### src/rtl/dma_ctrl_reg.sv
module dma_ctrl_reg #(
  parameter int DW      = 16,
  parameter int LEVELS  = 4,
  parameter int LVL_LSB = 8
) (
  input  logic              clk,
  input  logic              rst_n,
  input  logic              bus_sel,
  input  logic              bus_we,
  input  logic [DW-1:0]     bus_wdata,
  output logic [DW-1:0]     bus_rdata,
  output logic              bus_err,
  input  logic              wr_protect,
  input  logic              xfer_active,
  input  logic              beat_done,
  input  logic              crc_busy,
  output logic [LEVELS-1:0] lvl_en_o,
  output logic              dma_en_o,
  output logic              crc_en_o,
  output logic              xfer_abort_o,
  output logic              soft_rst_o
);
  localparam int BIT_SRST = 0;
  localparam int BIT_DMA  = 1;
  localparam int BIT_CRC  = 2;

  logic [LEVELS-1:0] lvl_q;
  logic dma_q, crc_q, srst_q, abort_q, dma_pend, crc_pend;

  wire wr_any     = bus_sel & bus_we;
  wire wr_open    = wr_any & ~wr_protect;
  wire srst_req   = wr_open & bus_wdata[BIT_SRST];
  wire engines_on = dma_q | crc_q;
  wire srst_ok    = srst_req & ~engines_on;
  wire wr_ok      = wr_open & ~bus_wdata[BIT_SRST];
  wire dma_set    = wr_ok & bus_wdata[BIT_DMA];
  wire crc_set    = wr_ok & bus_wdata[BIT_CRC];
  wire dma_off    = (wr_ok & ~bus_wdata[BIT_DMA] & dma_q) | dma_pend;
  wire crc_off    = (wr_ok & ~bus_wdata[BIT_CRC] & crc_q) | crc_pend;

  assign bus_err = (wr_any & wr_protect) | (srst_req & engines_on);

  logic unused_wdata;
  assign unused_wdata = ^bus_wdata;

  always_comb begin
    bus_rdata = '0;
    bus_rdata[LVL_LSB +: LEVELS] = lvl_q;
    bus_rdata[BIT_CRC]  = crc_q;
    bus_rdata[BIT_DMA]  = dma_q;
    bus_rdata[BIT_SRST] = srst_q;
  end

  always_ff @(posedge clk or negedge rst_n) begin
    if (!rst_n) begin
      lvl_q <= '0; dma_q <= 1'b0; crc_q <= 1'b0; srst_q <= 1'b0;
      abort_q <= 1'b0; dma_pend <= 1'b0; crc_pend <= 1'b0;
    end else begin
      srst_q  <= srst_ok;
      abort_q <= 1'b0;
      if (srst_ok) begin
        lvl_q <= '0; dma_q <= 1'b0; crc_q <= 1'b0;
        dma_pend <= 1'b0; crc_pend <= 1'b0;
      end else begin
        if (wr_ok) lvl_q <= bus_wdata[LVL_LSB +: LEVELS];

        if (dma_set) begin
          dma_q <= 1'b1; dma_pend <= 1'b0;
        end else if (dma_off) begin
          if (xfer_active && !beat_done) dma_pend <= 1'b1;
          else begin
            dma_q <= 1'b0; dma_pend <= 1'b0; abort_q <= xfer_active;
          end
        end

        if (crc_set) begin
          crc_q <= 1'b1; crc_pend <= 1'b0;
        end else if (crc_off) begin
          if (crc_busy) crc_pend <= 1'b1;
          else begin
            crc_q <= 1'b0; crc_pend <= 1'b0;
          end
        end
      end
    end
  end

  assign lvl_en_o     = lvl_q;
  assign dma_en_o     = dma_q;
  assign crc_en_o     = crc_q;
  assign xfer_abort_o = abort_q;
  assign soft_rst_o   = srst_q;

  assert_dma_hold_R4: assert property (@(posedge clk) disable iff (!rst_n)
    (dma_en_o && xfer_active && !beat_done) |=> dma_en_o);
  assert_abort_disabled_R4: assert property (@(posedge clk) disable iff (!rst_n)
    xfer_abort_o |-> !dma_en_o);
  assert_crc_hold_R5: assert property (@(posedge clk) disable iff (!rst_n)
    (crc_en_o && crc_busy) |=> crc_en_o);
  assert_pulse_clean_R7: assert property (@(posedge clk) disable iff (!rst_n)
    soft_rst_o |-> (lvl_en_o == '0 && !dma_en_o && !crc_en_o));
  assert_pulse_single_R7: assert property (@(posedge clk) disable iff (!rst_n)
    (soft_rst_o && !(bus_sel && bus_we && bus_wdata[BIT_SRST])) |=> !soft_rst_o);
  assert_refused_err_R8: assert property (@(posedge clk) disable iff (!rst_n)
    (bus_sel && bus_we && !wr_protect && bus_wdata[BIT_SRST] && (dma_en_o || crc_en_o))
    |-> bus_err);
  assert_refused_nopulse_R8: assert property (@(posedge clk) disable iff (!rst_n)
    (bus_sel && bus_we && !wr_protect && bus_wdata[BIT_SRST] && (dma_en_o || crc_en_o))
    |=> !soft_rst_o);
  assert_protect_drop_R10: assert property (@(posedge clk) disable iff (!rst_n)
    (bus_sel && bus_we && wr_protect) |=> ($stable(lvl_en_o) && !soft_rst_o));
  assert_read_noerr_R10: assert property (@(posedge clk) disable iff (!rst_n)
    (bus_sel && !bus_we) |-> !bus_err);
endmodule

### config.mk
export PLATFORM = sky130hd
export DESIGN_NAME = dma_ctrl_reg
export DESIGN_NICKNAME = d
export VERILOG_FILES = /design/src/rtl/dma_ctrl_reg.sv
export SDC_FILE = /design/constraint.sdc
export NUM_CORES = 1
export LEC_CHECK = 0
export CAP_MARGIN = 20
export CORE_AREA = 2 2 55 44
export CTS_BUF_LIST = sky130_fd_sc_hd__clkbuf_8
export DETAILED_ROUTE_END_ITERATION = 7
export DIE_AREA = 0 0 57 46
export MAX_ROUTING_LAYER = met4
export PLACE_DENSITY = 0.75
export SYNTH_ARGS = -nofsm -noshare
export SYNTH_HDL_FRONTEND = slang
export SYNTH_SLANG_ARGS = --single-unit
### constraint.sdc
create_clock -name clk -period 1.1 [get_ports clk]
set_input_delay 0.22 -clock clk [delete_from_list [all_inputs] [get_ports clk]]
set_output_delay 0.22 -clock clk [all_outputs]
set_load 0.05 [all_outputs]
---- After elaboration in Yosys (flattened, before gate mapping) ----
Cells that the tools add are included.
word-level totals
  register bits after elaboration ......... 10
  bits of input ports ..................... 24
  output and inout port bits .............. 25
  logic and storage cells ................. 60
cells by class
  equality and inequality tests ........... 2
  mux-type cells .......................... 22
  bitwise gates (word level) .............. 22
  reduce and logical (&&, ||, !) cells .... 7
operators with widths
  kind                count
  $mux 1              20
  $and 1x1->1         13
  $mux 4              2
  $reduce_bool 3->1   2
  $not 1->1           5
  $or 1x1->1          4
  $reduce_and 2->1    2
  $ne 3x1->1 const B  1
  $ne 3x3->1 const B  1
  $reduce_bool 2->1   1
  $logic_and 1x1->1   1
  $logic_not 1->1     1

---- Logic depth before layout (Yosys ltp) ----
  word-level depth ........................ 9
  mapped depth ............................ 4
  mapped depth without buffers ............ 3

---- Least setup slack after synthesis ----
OpenSTA, ideal clock, no wires.
  path type ............................... flip-flop to output port
  from .................................... reg crc_q, in the netlist crc_en_o
  to ...................................... out bus_err
  arrival time ............................ 1.757 ns
  data required time ...................... 0.880 ns
  slack ................................... -0.877 ns
  stages on the path, launching flop included .. 3
  path buffers ............................ 0
  cell sequence ........................... dfrtp_1 -> o21ai_0 -> a21oi_1
between the ends
  word-level cells in the longest chain between the ends .. 3
RTL lines
  what                    RTL line  text
  start, declared         28        logic dma_q, crc_q, srst_q, abort_q, dma_pend, crc_pend;
  start signal, assigned  56        lvl_q <= '0; dma_q <= 1'b0; crc_q <= 1'b0; srst_q <= 1'b0;
  start signal, assigned  62        lvl_q <= '0; dma_q <= 1'b0; crc_q <= 1'b0;
  start signal, assigned  77        crc_q <= 1'b1; crc_pend <= 1'b0;
  $or 1x1->1              33        wire engines_on = dma_q | crc_q;
  $and 1x1->1             41        assign bus_err = (wr_any & wr_protect) | (srst_req & engines_on);
  $or 1x1->1              41
  end, declared           12        output logic bus_err,
Every way passes these cells.

---- Worst setup path after layout ----
Ends and elaborated chain as after synthesis.

==> flow_summary.yaml <==
setup_path:
  cp_cell_sequence: "o21ai_4 > a21oi_4 > buf_12"
  critPathTopFamily: "flip-flops"
  path_buf_inv: 1
  crit_fanout: 3
  end_kind: "primary output"
  cpPeakStageDelay_ps: 500
  slowest_stage: "dfrtp_4"
  regToRegSetupSlack_ps: -260
  required_ps: 880
  start_kind: "flop"
  crit_arrival_ps: 1160
  path_class: "reg2out"
route:
  viasPerCell: 4.53
  firstDrtPassIters: 4
  route.detailed.drc: 0
  vias: 525
  routed_wl_um: 1460
  antenna_left: 0
  wl_per_cell_um: 12.6
  drt_iter0_drc: 19
logic_synthesis:
  syn_avg_cell_area_um2: 10.8
  synthTopCellsByArea: "dfrtp_1, buf_4, a22o_1"
  syn_area_um2: 586
  synth_cell_type_count: 20
  yosysTopAreaCell: "dfrtp_1"
  ys_ff_latch: 10
  yosys_warnings: 0
  seq_area_frac_synth_pct: 42.7
  synth_top_area_share_pct: 42.7
  syn_inst: 54
pwr:
  power.density_mw_per_mm2: 1690
  internal_power_mw: 1.26
  switchingPower_uw: 775
  p_comb_share_pct: 52.3
  ir_drop_mv: 1.05
  p_leak_nw: 0.535
  swShare_pct: 38.1
  p_clk_share_pct: 22.5
  seqPwrFrac_pct: 25.3
place:
  portBuffers: 30
  pre_cts_ws_ps: -543
  place_area_mm2: 0.00107
  gp_congestion: 0.816
  dp_hpwl_um: 1130
clock_tree:
  cts_tree: "done"
  clk_pin_slew_ps: 50
  hold_buffers: 0
  clock-sinks: 10
  cts_buffers: 3
  ctsLongestPathBuffers: 2
  clockRootBuffer: "clkbuf_8"
  clk_latency_ps: 240
  h-tree-depth: 1
final_layout:
  drive_above_1_share_pct: 54.9
  regArea_um2: 264
  area_growth_pct: 105
  multi_input_area_um2: 279
  fillCellCount: 179
  postLayoutCellArea_mm2: 0.00120
  final_common_cell: "buf_12"
  antenna-diode-count: 0
  final_nets: 116
  mostFrequentLayoutCells: "buf_12, clkdlybuf4s50_1, conb_1"
floorplanning:
  rows: 15
  die_area_mm2: 0.00262
  start_util_pct: 27.4
  fp.dieW_um: 57
  coreArea_mm2: 0.00214
  ios: 49
  fp.dieH_um: 46
worst_hold_path:
  hold_class: "in2async"
grt:
  grt_pass1_wl_um: 2140
  antenna_found_initial: 0
  grt_max_degree: 11
  overflow: 0
  grt_use_total_pct: 11.8
  grt_pass1_vias: 475
timing:
  setup_slack_ps: -277
  drv_slew: 0
  max_freq_mhz: 726
  grt_setup_unrepaired: "yes"
  worst_clock_skew_ps: 6.24
  hold_viol: 0
  min_period_ps: 1380
  setup_viol: 13
  period_share_pct: 125
outcome:
  violations: "negative setup slack"
  status: "finished, violations left"
run:
  max_cap_violations: 0
[cell usage after synthesis, drive strengths merged]
library cell,n
conb,1
and3b,1
o21ai,3
nor4b,1
and2,1
nand2,3
nand2b,1
and4bb,1
inv,3
a2111oi,1
a21o,1
dfrtp,10
buf,17
a31oi,1
a21oi,2
nor4,2
a22o,5
[path summary, 6_finish.rpt]
path | startpoint | to | depth (start not counted)
min | rst_n | dma_pend | 1
min reg2reg | lvl_en_o[1] | lvl_en_o[1] | 1
max in group asynchronous | rst_n | crc_en_o | 1
max reg2reg | crc_en_o | lvl_en_o[2] | 6
min in group clk | crc_busy | crc_pend | 3
max | crc_en_o | bus_err | 3
[cells by family after synthesis]
family,after synthesis,synth area share [%]
flops,10,42.7
other cells,1,0.640
buf+inv,20,24.4
compound gates,13,17.3
simple gates,10,15.0
[cell type report]
cell class              count  area share, %
repair buffers             42           46.7
multi-input cells          32           23.2
flip-flops and latches     10           22.0
clock buffers               4           4.58
well taps                  25           2.60
inverters                   3          0.938
[what timing repair did]
item | 4_1_cts | 5_1_grt
pin swaps | 8 | 3
resized for setup | 14 | 2
endpoints found under the setup margin | 15 | 13
hold endpoints to repair | 0 | 0
buffers inserted | 5 | 2
[worst register-to-register path: stages (launching register included)]
cell,delay (ps)
dfrtp_4,500
o21ai_4,200
buf_4,140
buf_6,80
buf_6,90
nand2_4,60
a22o_1,180
[power groups by stage]
stage / Sequential [mW] / Combinational [mW] / Clock (mW)
detailed placement: 0.522 / 0.987 / 0
floorplan: 0.651 / 0.403 / 0
global route: 0.517 / 1.10 / 0.482
global placement: 0.517 / 0.979 / 0
CTS: 0.512 / 1.05 / 0.470
finish: 0.513 / 1.06 / 0.457
[registers in the layout (all words and copies together), names as in the netlist]
name and cells:
crc_en_o 1, crc_pend 1, dma_en_o 1, dma_pend 1
lvl_en_o 4, soft_rst_o 1, xfer_abort_o 1
[per-layer routing]
| layer | share of wire (%) | up-vias | global-route usage [%] |
|---|---|---|---|
| li1 | - | 238 | - |
| met1 | 40 | 253 | 13.8 |
| met2 | 50 | 28 | 17.9 |
| met3 | 8.1 | 6 | 3.69 |
| met4 | 1.8 | 0 | 6.98 |
| met5 | 0 | - | - |
[through the flow]
stage	std cells	power, mW	util, %	setup TNS [ps]	hold WS (ps)
floorplan	62	1.05	-	-431	-75.6
global placement	107	1.50	49.9	-4280	543
detailed placement	107	1.51	49.9	-4690	549
CTS	115	2.03	55.6	-1730	304
global route	116	2.09	56.1	-2580	343
finish	116	2.03	56.1	-2230	291
(Power assumes the default switching activity.)
